--- config.mk ---
export PLATFORM = sky130hd
export DESIGN_NAME = rasterTimingGen
export DESIGN_NICKNAME = d
export VERILOG_FILES = /design/src/rtl/raster_pkg.sv /design/src/rtl/rasterCtrl.sv /design/src/rtl/rasterCount.sv /design/src/rtl/rasterTimingGen.sv
export SDC_FILE = /design/constraint.sdc
export NUM_CORES = 1
export LEC_CHECK = 0
export BUFFER_PORTS_ARGS = -buffer_cell sky130_fd_sc_hd__buf_2
export CAP_MARGIN = 20
export CORE_MARGIN = 1
export CORE_UTILIZATION = 50
export DETAILED_ROUTE_END_ITERATION = 8
export PLACE_DENSITY_LB_ADDON = 0.25
export SYNTH_ARGS = -nofsm -noshare
export SYNTH_HDL_FRONTEND = slang
export SYNTH_SLANG_ARGS = --single-unit
--- constraint.sdc ---
create_clock -name clk -period 4.8 [get_ports clk]
set_clock_uncertainty 0.05 [all_clocks]
set_input_delay 0.96 -clock clk [delete_from_list [all_inputs] [get_ports clk]]
set_output_delay 0.96 -clock clk [all_outputs]
set_load 0.02 [all_outputs]
--- src/rtl/raster_pkg.sv ---
package raster_pkg;

  // Compare register slots, shared by the horizontal and vertical banks
  localparam int IDX_TOT  = 0;
  localparam int IDX_BBEG = 1;
  localparam int IDX_BEND = 2;
  localparam int IDX_DBEG = 3;
  localparam int IDX_DEND = 4;
  localparam int IDX_SYNC = 5;
  localparam int N_CMP    = 6;

  // Vertical bank starts at this address; mode register sits at the top
  localparam int V_BASE   = 8;

  // Mode register bit positions
  localparam int MB_HPOL  = 0;
  localparam int MB_VPOL  = 1;
  localparam int MB_ILACE = 2;
  localparam int MB_DBL   = 3;
  localparam int MB_F50   = 4;
  localparam int MODE_W   = 5;

  // Strobes and mode flags passed from control to datapath
  typedef struct packed {
    logic hWrap;
    logic vWrap;
    logic hSyncIn;
    logic vSyncIn;
    logic hDispIn;
    logic vDispIn;
    logic hBordIn;
    logic vBordIn;
    logic dispHalf;
    logic hPol;
    logic vPol;
    logic ilace;
    logic dblScan;
  } rasterStb_t;

endpackage

--- src/rtl/rasterCtrl.sv ---
module rasterCtrl
  import raster_pkg::*;
#(
  parameter int H_W       = 9,
  parameter int V_W       = 11,
  parameter int A_W       = 4,
  parameter int PAL_EXTRA = 2
) (
  input  logic             clk,
  input  logic             rst_n,
  input  logic             cfgWrEn,
  input  logic [A_W-1:0]   cfgAddr,
  input  logic [V_W-1:0]   cfgData,
  input  logic [H_W-1:0]   hCount,
  input  logic [V_W-1:0]   vCount,
  output rasterStb_t       stb
);

  localparam int CTRL_ADDR = (1 << A_W) - 1;
  localparam int HALF_BIT  = H_W;

  // Horizontal and vertical compare banks
  for (genvar i = 0; i < N_CMP; i++) begin : g_reg
    localparam bit RST_ONES = (i == IDX_TOT) || (i == IDX_SYNC);
    logic [H_W-1:0] hr;
    logic [V_W-1:0] vr;

    always_ff @(posedge clk or negedge rst_n) begin
      if (!rst_n) begin
        hr <= RST_ONES ? {H_W{1'b1}} : {H_W{1'b0}};
      end else if (cfgWrEn && cfgAddr == A_W'(i)) begin
        hr <= cfgData[H_W-1:0];
      end
    end

    always_ff @(posedge clk or negedge rst_n) begin
      if (!rst_n) begin
        vr <= RST_ONES ? {V_W{1'b1}} : {V_W{1'b0}};
      end else if (cfgWrEn && cfgAddr == A_W'(V_BASE + i)) begin
        vr <= cfgData;
      end
    end
  end

  logic              dispHalf;
  logic [MODE_W-1:0] modeReg;

  always_ff @(posedge clk or negedge rst_n) begin
    if (!rst_n) begin
      dispHalf <= 1'b0;
    end else if (cfgWrEn && cfgAddr == A_W'(IDX_DBEG)) begin
      dispHalf <= cfgData[HALF_BIT];
    end
  end

  always_ff @(posedge clk or negedge rst_n) begin
    if (!rst_n) begin
      modeReg <= '0;
    end else if (cfgWrEn && cfgAddr == A_W'(CTRL_ADDR)) begin
      modeReg <= cfgData[MODE_W-1:0];
    end
  end

  // Effective vertical period, extended in the slower frame-rate mode
  logic [V_W:0] vTotEff;
  assign vTotEff = {1'b0, g_reg[IDX_TOT].vr} + (V_W+1)'(modeReg[MB_F50] ? PAL_EXTRA : 0);

  always_comb begin
    stb          = '0;
    stb.hWrap    = hCount >= g_reg[IDX_TOT].hr;
    stb.vWrap    = {1'b0, vCount} >= vTotEff;
    stb.hSyncIn  = hCount >= g_reg[IDX_SYNC].hr;
    stb.vSyncIn  = vCount >= g_reg[IDX_SYNC].vr;
    stb.hDispIn  = (hCount >= g_reg[IDX_DBEG].hr) && (hCount < g_reg[IDX_DEND].hr);
    stb.vDispIn  = (vCount >= g_reg[IDX_DBEG].vr) && (vCount < g_reg[IDX_DEND].vr);
    stb.hBordIn  = (hCount >= g_reg[IDX_BBEG].hr) && (hCount < g_reg[IDX_BEND].hr);
    stb.vBordIn  = (vCount >= g_reg[IDX_BBEG].vr) && (vCount < g_reg[IDX_BEND].vr);
    stb.dispHalf = dispHalf;
    stb.hPol     = modeReg[MB_HPOL];
    stb.vPol     = modeReg[MB_VPOL];
    stb.ilace    = modeReg[MB_ILACE];
    stb.dblScan  = modeReg[MB_DBL];
  end


  htot_write_lands_chk: assert property (@(posedge clk) disable iff (!rst_n)
    (cfgWrEn && cfgAddr == A_W'(IDX_TOT)) |=> (g_reg[IDX_TOT].hr == $past(cfgData[H_W-1:0])));


  unmapped_write_ignored_chk: assert property (@(posedge clk) disable iff (!rst_n)
    (cfgWrEn && (cfgAddr == A_W'(6) || cfgAddr == A_W'(7) || cfgAddr == A_W'(14)))
      |=> ($stable(modeReg) && $stable(dispHalf)));

endmodule

--- src/rtl/rasterCount.sv ---
module rasterCount
  import raster_pkg::*;
#(
  parameter int H_W = 9,
  parameter int V_W = 11
) (
  input  logic           clk,
  input  logic           rst_n,
  input  logic           pixEn,
  input  rasterStb_t     stb,
  output logic [H_W-1:0] hCount,
  output logic [V_W-1:0] vCount,
  output logic           hSync,
  output logic           vSync,
  output logic           dispEn,
  output logic           bordEn,
  output logic [V_W-1:0] lineIdx
);

  logic field;

  always_ff @(posedge clk or negedge rst_n) begin
    if (!rst_n) begin
      hCount <= '0;
      vCount <= '0;
      field  <= 1'b0;
    end else if (pixEn) begin
      if (stb.hWrap) begin
        hCount <= '0;
        if (stb.vWrap) begin
          vCount <= '0;
          field  <= ~field;
        end else begin
          vCount <= vCount + 1'b1;
        end
      end else begin
        hCount <= hCount + 1'b1;
      end
    end
  end

  logic hSyncAct;
  logic vSyncAct;
  logic dispAct;

  assign hSyncAct = stb.hSyncIn & vCount[0];
  assign vSyncAct = stb.vSyncIn;
  assign dispAct  = stb.hDispIn & stb.vDispIn & (vCount[0] == stb.dispHalf);

  assign hSync  = ~(hSyncAct ^ stb.hPol);
  assign vSync  = ~(vSyncAct ^ stb.vPol);
  assign dispEn = dispAct;
  assign bordEn = stb.hBordIn & stb.vBordIn & ~dispAct;

  always_comb begin
    if (stb.dblScan) begin
      lineIdx = {2'b00, vCount[V_W-1:2]};
    end else if (stb.ilace) begin
      lineIdx = {vCount[V_W-1:1], field};
    end else begin
      lineIdx = {1'b0, vCount[V_W-1:1]};
    end
  end


  hcount_hold_chk: assert property (@(posedge clk) disable iff (!rst_n)
    !pixEn |=> ($stable(hCount) && $stable(vCount)));


  hcount_step_chk: assert property (@(posedge clk) disable iff (!rst_n)
    (pixEn && !stb.hWrap) |=> (hCount == $past(hCount) + 1'b1));


  vcount_only_on_wrap_chk: assert property (@(posedge clk) disable iff (!rst_n)
    !(pixEn && stb.hWrap) |=> $stable(vCount));


  field_only_on_frame_chk: assert property (@(posedge clk) disable iff (!rst_n)
    !(pixEn && stb.hWrap && stb.vWrap) |=> $stable(field));

endmodule

--- src/rtl/rasterTimingGen.sv ---
module rasterTimingGen
  import raster_pkg::*;
#(
  parameter int H_W       = 9,
  parameter int V_W       = 11,
  parameter int A_W       = 4,
  parameter int PAL_EXTRA = 2
) (
  input  logic           clk,
  input  logic           rst_n,
  input  logic           pixEn,
  input  logic           cfgWrEn,
  input  logic [A_W-1:0] cfgAddr,
  input  logic [V_W-1:0] cfgData,
  output logic           hSync,
  output logic           vSync,
  output logic           dispEn,
  output logic           bordEn,
  output logic [H_W-1:0] hCount,
  output logic [V_W-1:0] vCount,
  output logic [V_W-1:0] lineIdx
);

  rasterStb_t stb;

  rasterCtrl #(
    .H_W(H_W), .V_W(V_W), .A_W(A_W), .PAL_EXTRA(PAL_EXTRA)
  ) u_ctrl (
    .clk(clk), .rst_n(rst_n),
    .cfgWrEn(cfgWrEn), .cfgAddr(cfgAddr), .cfgData(cfgData),
    .hCount(hCount), .vCount(vCount),
    .stb(stb)
  );

  rasterCount #(
    .H_W(H_W), .V_W(V_W)
  ) u_count (
    .clk(clk), .rst_n(rst_n), .pixEn(pixEn), .stb(stb),
    .hCount(hCount), .vCount(vCount),
    .hSync(hSync), .vSync(vSync),
    .dispEn(dispEn), .bordEn(bordEn),
    .lineIdx(lineIdx)
  );

endmodule

==> impl_metrics.csv, run 1 <==
group,metric,value,unit
setup_path,critPathLaunchType,"flip-flop",
cts,clk_path_buf_depth,2,
timing,finalCritPeriodShare,83.47,%
cts,clk-insertion-delay-late,0.42,ns
logic_synthesis,yosys.cell_types.count,60,
cells_and_area,final_cell_area,10120,um^2
cells_and_area,drive_above_1_share,20.98,%
floorplanning,coreArea,17420,um^2
timing,maxSlewViolCount,0,
grt,grt_pass1_vias,6831,
timing,rsz0062_at_grt,"no",
floorplanning,ios,54,
logic_synthesis,synth-seq-cells,147,
setup_path,crit_type,"reg2out",
setup_path,cp_max_fo,15,
floorplanning,rows,48,
route,wl,21.84,mm
cts,htreeDepth,4,
grt,grt.total_usage,26.02,%
route,drtIter0Drc,443,
floorplanning,die_h,136.1,um
route,wl_met1,10.23,mm
timing,hold_viol_final,0,
setup_path,slowest_delay,0.65,ns
setup_path,slowest_stage,"dfrtp_1",
cells_and_area,multiInputGateArea,4708,um^2
timing,fin_crit,4.007,ns
logic_synthesis,syn_avg_cell_area,9.733,um^2
power_and_ir_drop,p_leak,4.815,nW
placed_design,hpwl,14.81,mm
setup_path,cp.arrival,3.00,ns
cts,cts_resized,0,
cells_and_area,ff_latch_area,3729,um^2
placed_design,io_buffer_count,53,
route,drc,0,
cts,cts_tree,"built",
min_path,min_path_type,"reg2reg",
cells_and_area,fillers,1507,
grt,grt-ovfl-total,0,
setup_path,critPathRequiredTime,3.79,ns
job,drv_cap,0,
logic_synthesis,syn-num-nets,1063,
cts,root_buffer,"clkbuf_16",
setup_path,critPathBufInv,1,
route,wl_per_cell,18.06,um
grt,grt_pass1_wl,36.25,mm
logic_synthesis,syn_inst,924,
floorplanning,die_x,136.1,um
timing,fmaxAchievable,0.2496,GHz
timing,setup_viol,0,
logic_synthesis,async_reset_ff_share,100.0,%
route,vias,6756,
cts,post_cts_buffers,0,
grt,grt_max_degree,96,
logic_synthesis,synthFlopType,"dfrtp_1",
floorplanning,initial_core_util,51.64,%
timing,slew_headroom,39.87,%
power_and_ir_drop,ir_worst_vdd,0.0003358,V
grt,grt_antenna_before_repair,2,
setup_path,critPathCaptureType,"output pin",
route,wl_met3,888,um
timing,fin_tns_setup,0,ns
cts,cts.clk_slew.worst_paths,0.06,ns
route,viasPerCell,5.588,
cells_and_area,syn2layout_area_growth,12.51,%
setup_path,path_cells,"ha_1 > a2111oi_0 > nand2_1 > o21ai_0 > a2111oi_2 > nor4_1 > buf_2",
cells_and_area,nets,1108,
cells_and_area,final_common_cell,"ha_1",
route,highest-signal-layer,"met4",
timing,tightest_slew,0.9019,ns
cts,clkSinkCount,147,
cells_and_area,finish.utilization,58.10,%
power_and_ir_drop,power_density,523.2,nW/um^2
setup_path,cp_top_family,"compound AO/OA/AOI/OAI gates",
route,wl_met2,10.29,mm
logic_synthesis,synth.yosys.warnings,0,
placed_design,placed_cell_area,9479,um^2
logic_synthesis,synth_edf_count,0,
logic_synthesis,synth-seq-area-share,41.46,%
power_and_ir_drop,power,0.005294,W
logic_synthesis,syn_area,8994,um^2
cells_and_area,mostFrequentLayoutCells,"ha_1 (120), nand2_1 (116), inv_1 (109)",
cts,cts_buffers,17,
placed_design,gp_congestion,0.8174,
run_status,status,"completed",
route,ant_nets,0,
floorplanning,dieArea,18530,um^2
route,firstDrtPassIters,6,
timing,fin_hold_ws,0.4359,ns
cts,cts_hold_buf,0,
## sequential cells by signal, summed over array words and instances, names as in the netlist
name and flops:
u_count.field 1, u_ctrl.dispHalf 1, u_ctrl.modeReg 5, u_count.vCount 11
u_count.hCount 9, u_ctrl.g.vr 66, u_ctrl.g.hr 54
## metrics by stage
step / worst slack, ns / std cells
after floorplan: 1.283 / 924
after global placement: 1.232 / 1173
after detailed placement: 1.183 / 1173
after CTS: 0.7431 / 1205
after global routing: 0.5727 / 1207
final: 0.7933 / 1209
## cells in the mapped netlist, drive strengths merged (2+ instances only)
| cell | number | area [um^2] |
|---|---|---|
| nor2b | 7 | 43.79 |
| a2111oi | 3 | 32.53 |
| o21bai | 2 | 15.01 |
| xnor2 | 8 | 70.07 |
| a21o | 10 | 75.07 |
| o211a | 2 | 20.02 |
| o21ai | 103 | 515.5 |
| nand3b | 3 | 22.52 |
| mux2i | 11 | 110.1 |
| nand2b | 15 | 93.84 |
| mux2 | 62 | 698.2 |
| or3 | 3 | 18.77 |
| buf | 4 | 25.02 |
| clkbuf | 34 | 127.6 |
| nor3 | 7 | 35.03 |
| a31oi | 6 | 37.54 |
| nand4 | 11 | 68.82 |
| nand2 | 116 | 435.4 |
| o221ai | 2 | 17.52 |
| ha | 120 | 1501 |
| inv | 109 | 409.1 |
| o2bb2ai | 2 | 17.52 |
| a211o | 2 | 17.52 |
| a2bb2oi | 7 | 61.31 |
| nand3 | 22 | 115.1 |
| o31ai | 8 | 102.6 |
| nor2 | 29 | 108.9 |
| nor3b | 2 | 15.01 |
| nor4 | 4 | 31.28 |
| dfrtp | 107 | 2678 |
| a21oi | 31 | 155.2 |
| or2 | 2 | 12.52 |
| xor2 | 7 | 61.31 |
| dfstp | 40 | 1051 |
| a211oi | 8 | 60.06 |
## logic make-up after synthesis
kind of cell / share of synthesized area, %
xor+xnor: 1.461
fa+ha+maj: 16.69
buf+inv: 6.246
mux: 8.987
compound gates: 13.56
simple gates: 11.59
flops: 41.46
## per-layer routing
layer | up-vias | track usage, %
li1 | 3295 | -
met2 | 115 | 43.03
met1 | 3319 | 34.59
met5 | - | 0
met3 | 27 | 4.959
met4 | 0 | 7.407
## report_power, final
part	internal [W]	total (W)	switching, W	leakage (nW)
Clock	0.000873	0.00142	0.000544	0.291
Sequential	0.00159	0.00194	0.000342	1.71
Combinational	0.000862	0.00194	0.00108	2.82
## area by class of cell
| class | instances | area share [%] |
|---|---|---|
| Antenna cell | 2 | 0.04946 |
| Clock buffer | 20 | 4.316 |
| Clock inverter | 12 | 1.768 |
| Inverter | 109 | 4.044 |
| Multi-Input combinational cell | 630 | 46.53 |
| Sequential cell | 147 | 36.85 |
| Tap cell | 225 | 2.782 |
| Timing Repair Buffer | 64 | 3.660 |
## path summary, 6_finish.rpt
check	startpoint	slack, ns	cells after the start	endpoint
setup reg to reg	u_count.hCount[7]	1.56	7	u_count.vCount[9]
hold reg to reg	u_count.field	0.44	1	u_count.field
min in group asynchronous	rst_n	0.59	1	u_count.vCount[10]
max in group asynchronous	rst_n	3.24	2	u_ctrl.g_reg[5].hr[6]
hold / removal	u_count.field	0.44	1	u_count.field
setup / recovery	u_count.vCount[6]	0.79	7	bordEn
(Power assumes the default switching activity.)
==> run 2: changes to the inputs <==
Clock period 4.8 ns to 4.1 ns, I/O delays scaled along.
==> impl_metrics.csv, run 2 (same netlist as run 1, synthesis figures left out) <==
group,metric,value,unit
run_status,status,"completed",
timing,fin_hold_ws,0.3219,ns
floorplanning,die_h,136.1,um
route,ant_nets,0,
power_and_ir_drop,ir_worst_vdd,0.0004943,V
cts,post_cts_buffers,0,
job,drv_cap,0,
floorplanning,coreArea,17420,um^2
cts,cts_tree,"built",
timing,hold_viol_final,0,
floorplanning,ios,54,
min_path,min_path_type,"in2async",
cts,htreeDepth,4,
cells_and_area,final_cell_area,10100,um^2
floorplanning,dieArea,18530,um^2
setup_path,cp.arrival,2.91,ns
route,wl_per_cell,18.22,um
setup_path,path_cells,"ha_1 > a21oi_1 > o21ai_0 > a21oi_1 > o21ai_0 > a2111o_1 > nor4_1 > buf_2",
placed_design,placed_cell_area,9532,um^2
timing,maxSlewViolCount,0,
cts,cts_resized,0,
power_and_ir_drop,seq_power_share,36.8,%
timing,rsz0062_at_grt,"no",
cells_and_area,mostFrequentLayoutCells,"ha_1 (120), nand2_1 (116), inv_1 (109)",
setup_path,critPathBufInv,1,
power_and_ir_drop,switching_share,38.14,%
cts,clkSinkCount,147,
placed_design,dp_cells,1180,
grt,grt-ovfl-total,0,
setup_path,slowest_delay,0.61,ns
placed_design,io_buffer_count,53,
cts,cts.clk_slew.worst_paths,0.06,ns
setup_path,critPathLaunchType,"flip-flop",
grt,grt.total_usage,25.81,%
cells_and_area,syn2layout_area_growth,12.26,%
floorplanning,die_x,136.1,um
power_and_ir_drop,power_density,602.5,nW/um^2
placed_design,gp_congestion,0.8539,
timing,slew_headroom,43.51,%
setup_path,crit_type,"reg2out",
route,viasPerCell,5.540,
timing,fmaxAchievable,0.2646,GHz
power_and_ir_drop,power_switching,0.002320,W
setup_path,cp_top_family,"compound AO/OA/AOI/OAI gates",
timing,setup_viol,0,
cells_and_area,largest_reg_flops,66,
timing,fin_tns_setup,0,ns
cells_and_area,reg_top3,"u_ctrl.g.vr: 66 flops, u_ctrl.g.hr: 54 flops, u_count.vCount: 11 flops",
timing,fin_crit,3.779,ns
grt,grt_pass1_wl,35.82,mm
setup_path,critPathRequiredTime,3.23,ns
cells_and_area,final_common_cell,"ha_1",
setup_path,cp_max_fo,12,
route,drtIter0Drc,403,
floorplanning,rows,48,
cells_and_area,top_register,"u_ctrl.g.vr",
cells_and_area,finish.utilization,57.97,%
cells_and_area,layout.cells.non_filler,1212,
grt,grt_antenna_before_repair,0,
cells_and_area,nets,1113,
route,firstDrtPassIters,5,
cts,cts_hold_buf,0,
cts,root_buffer,"clkbuf_16",
cts,clk_path_buf_depth,2,
setup_path,slowest_stage,"dfrtp_1",
power_and_ir_drop,p_leak,4.818,nW
cts,cts_buffers,17,
cells_and_area,drive_above_1_share,21.58,%
power_and_ir_drop,clockPowerShare,24.6,%
route,vias,6714,
power_and_ir_drop,pwr-share-comb,38.6,%
route,drc,0,
power_and_ir_drop,p_int,0.003763,W
cells_and_area,diodes,0,
timing,finalCritPeriodShare,92.18,%
grt,grt_max_degree,85,
timing,tightest_slew,0.8442,ns
cts,clk-insertion-delay-late,0.43,ns
setup_path,critPathCaptureType,"output pin",
route,wl,22.08,mm
grt,grt_pass1_vias,6634,
floorplanning,initial_core_util,51.64,%
placed_design,hpwl,15.46,mm
[run 2: cell count changes in the layout (fill, tap and decap cells not counted), sizes merged]
| cell | previous run | this run |
|---|---|---|
| inv | 112 | 111 |
| clkinv | 2 | 6 |
| bufinv | 4 | 1 |
| diode | 2 | 0 |
| buf | 64 | 69 |
[run 2: area by class of cell]
cell class | instances | area (um^2)
Tap cell | 225 | 281.5
Inverter | 109 | 409.1
Fill cell | 1563 | 7321
Clock buffer | 20 | 456.7
Sequential cell | 147 | 3729
Timing Repair Buffer | 69 | 404.1
Multi-Input combinational cell | 630 | 4708
Clock inverter | 12 | 107.6
[run 2: worst paths after layout]
check / startpoint / endpoint / slack, ns / cells past startpoint
max: u_count.hCount[2] / bordEn / 0.32 / 8
min: rst_n / u_count.vCount[7] / 0.32 / 1
max reg2reg: u_ctrl.g_reg[0].vr[1] / u_count.vCount[9] / 1.02 / 12
min reg2reg: u_count.field / u_count.field / 0.43 / 1
max in group asynchronous: rst_n / u_ctrl.g_reg[5].hr[3] / 2.79 / 2
min in group clk: u_count.field / u_count.field / 0.43 / 1
[run 2: per-layer routing]
layer / routed length (um) / global-route usage [%] / vias to the layer above
li1: - / - / 3295
met1: 10280 / 34.60 / 3262
met2: 10330 / 41.40 / 129
met3: 1000 / 5.518 / 28
met4: 467 / 8.333 / 0
met5: 0 / 0 / -
[run 2: power groups by stage]
stage | clock network, W | logic [W] | registers, W
after floorplan | 0 | 0.00165 | 0.00218
after global routing | 0.00159 | 0.00266 | 0.00229
after CTS | 0.00153 | 0.00236 | 0.00223
final | 0.00150 | 0.00235 | 0.00224
after detailed placement | 0 | 0.00233 | 0.00226
after global placement | 0 | 0.00227 | 0.00223
[run 2: through the flow]
stage               power, W  setup WS [ns]
floorplan           0.003827         0.7231
CTS                 0.006122         0.2552
global route        0.006544        0.09962
global placement    0.004498         0.7858
finish              0.006083         0.3207
detailed placement  0.004587         0.7397
==> run 3: changes to the inputs <==
--- a/config.mk
+++ b/config.mk
@@ -12,2 +12,3 @@
 export DETAILED_ROUTE_END_ITERATION = 8
+export GPL_TIMING_DRIVEN = 0
 export PLACE_DENSITY_LB_ADDON = 0.25
==> constraint.sdc (replaced) <==
create_clock -name clk -period 4.1 [get_ports clk]
set_clock_uncertainty 0.05 [all_clocks]
set_input_delay 0.205 -clock clk [delete_from_list [all_inputs] [get_ports clk]]
set_output_delay 0.205 -clock clk [all_outputs]
set_load 0.02 [all_outputs]
==> impl_metrics.csv, run 3 (same netlist as run 1, synthesis figures left out) <==
group,metric,value,unit
timing,rsz0062_at_grt,"no",
setup_path,cp.arrival,3.26,ns
placed_design,hpwl,15.28,mm
setup_path,ff2ff_path_depth,13,
grt,grt_max_degree,82,
route,vias,6902,
run_status,status,"completed",
placed_design,place_ws,1.024,ns
min_path,min_path_type,"in2reg",
route,ant_nets,0,
timing,hold_viol_final,0,
setup_path,crit_start,"u_count.vCount[0]",
cts,cts_buffers,17,
cts,clkSinkCount,147,
cells_and_area,mostFrequentLayoutCells,"ha_1 (120), nand2_1 (116), inv_1 (109)",
setup_path,ff2ff_setup_slack,1.08,ns
cts,cts_hold_buf,3,
min_path,hold_depth,2,
route,firstDrtPassIters,5,
grt,grt.total_usage,26.21,%
timing,fin_tns_setup,0,ns
grt,grt_antenna_before_repair,2,
power_and_ir_drop,p_leak,4.836,nW
route,wl,22.23,mm
cts,cts_tree,"built",
cts,htreeDepth,4,
timing,tightest_slew,0.8721,ns
timing,fin_crit,3.511,ns
cells_and_area,drive_above_1_share,19.74,%
setup_path,r2r_end,"u_count.vCount[7]",
cells_and_area,top_register,"u_ctrl.g.vr",
placed_design,placed_cell_area,9569,um^2
setup_path,cp_max_fo,8,
cells_and_area,layout.cells.non_filler,1240,
setup_path,rr_startpoint,"u_ctrl.g_reg[0].vr[1]",
floorplanning,initial_core_util,51.64,%
placed_design,dp_cells,1202,
floorplanning,ios,54,
power_and_ir_drop,ir_worst_vdd,0.0004025,V
grt,grt_pass1_wl,36.17,mm
cells_and_area,syn2layout_area_growth,13.42,%
grt,grt-ovfl-total,0,
cts,clk-insertion-delay-late,0.44,ns
floorplanning,die_h,136.1,um
timing,finalCritPeriodShare,85.64,%
floorplanning,die_x,136.1,um
cells_and_area,final_cell_area,10200,um^2
route,drtIter0Drc,362,
cts,post_cts_buffers,0,
cells_and_area,final_common_cell,"ha_1",
cts,cts_resized,0,
timing,maxSlewViolCount,0,
power_and_ir_drop,power_density,599.8,nW/um^2
cells_and_area,largest_reg_flops,66,
floorplanning,dieArea,18530,um^2
floorplanning,coreArea,17420,um^2
placed_design,io_buffer_count,52,
cts,root_buffer,"clkbuf_16",
route,wl_per_cell,17.93,um
cts,cts.clk_slew.worst_paths,0.06,ns
timing,fmaxAchievable,0.2848,GHz
route,drc,0,
setup_path,critPathLaunchType,"flip-flop",
placed_design,gp_congestion,0.8209,
timing,slew_headroom,41.86,%
setup_path,critPathCaptureType,"output pin",
floorplanning,rows,48,
setup_path,critPathRequiredTime,3.85,ns
job,drv_cap,0,
grt,grt_pass1_vias,6714,
timing,setup_ws,0.5887,ns
timing,setup_viol,0,
setup_path,crit_type,"reg2out",
cts,clk_path_buf_depth,2,
cells_and_area,reg_top3,"u_ctrl.g.vr: 66 flops, u_ctrl.g.hr: 54 flops, u_count.vCount: 11 flops",
setup_path,crit_end,"bordEn",
cells_and_area,nets,1139,
route,viasPerCell,5.566,
==> run 3: final cells by class <==
type | instances | area (um^2)
clock buffers | 21 | 493.0
repair buffers | 57 | 329.1
inverters | 109 | 409.1
fillers | 1516 | 7216
multi-input cells | 630 | 4703
flip-flops and latches | 147 | 3729
plain buffers | 38 | 152.6
clock inverters | 11 | 98.84
diodes | 2 | 5.005
well taps | 225 | 281.5
==> run 3: worst min path at each step <==
stage | to | startpoint | slack, ns
floorplan | u_count.field | rst_n | -0.14
global placement | u_count.field | u_count.field | 0.42
detailed placement | u_count.vCount[7] | rst_n | 0.26
CTS | u_ctrl.g_reg[0].vr[6] | cfgData[6] | 0.007
global route | u_ctrl.g_reg[0].hr[6] | cfgData[6] | 0.02
finish | u_ctrl.g_reg[0].vr[6] | cfgData[6] | 0.005
==> run 3: layer usage <==
metal	vias up	track usage (%)	share of wire, %
li1	3359	-	-
met1	3360	35.57	48
met2	145	42.10	46
met3	36	4.362	4.2
met4	2	9.259	2.0
met5	-	0	0.036
==> run 3: stage by stage <==
| step | total power [W] | hold slack [ns] | util, % |
|---|---|---|---|
| after floorplan | 0.003827 | -0.1406 | - |
| after global placement | 0.004449 | 0.4183 | 54.75 |
| after detailed placement | 0.004558 | 0.2611 | 54.94 |
| after CTS | 0.006140 | 0.006905 | 58.51 |
| after global routing | 0.006578 | 0.01534 | 58.54 |
| final | 0.006119 | 0.005312 | 58.57 |
==> run 3: power by group <==
| part | switching (W) | internal [W] | leakage (nW) |
|---|---|---|---|
| combinational | 0.00129 | 0.00101 | 2.84 |
| clock | 0.000639 | 0.000922 | 0.293 |
| sequential | 0.000389 | 0.00187 | 1.71 |
| total | 0.00232 | 0.00380 | 4.84 |
==> run 3: critical path, stage by stage, from the launching register on <==
cell       delay (ns)
dfrtp_1          0.38
clkbuf_1         0.41
inv_1            0.30
ha_1             0.35
nand2b_1         0.09
nand3_1          0.08
a21oi_1          0.11
o21ai_0          0.15
a2111oi_2        0.58
nor4_1           0.16
buf_2            0.19
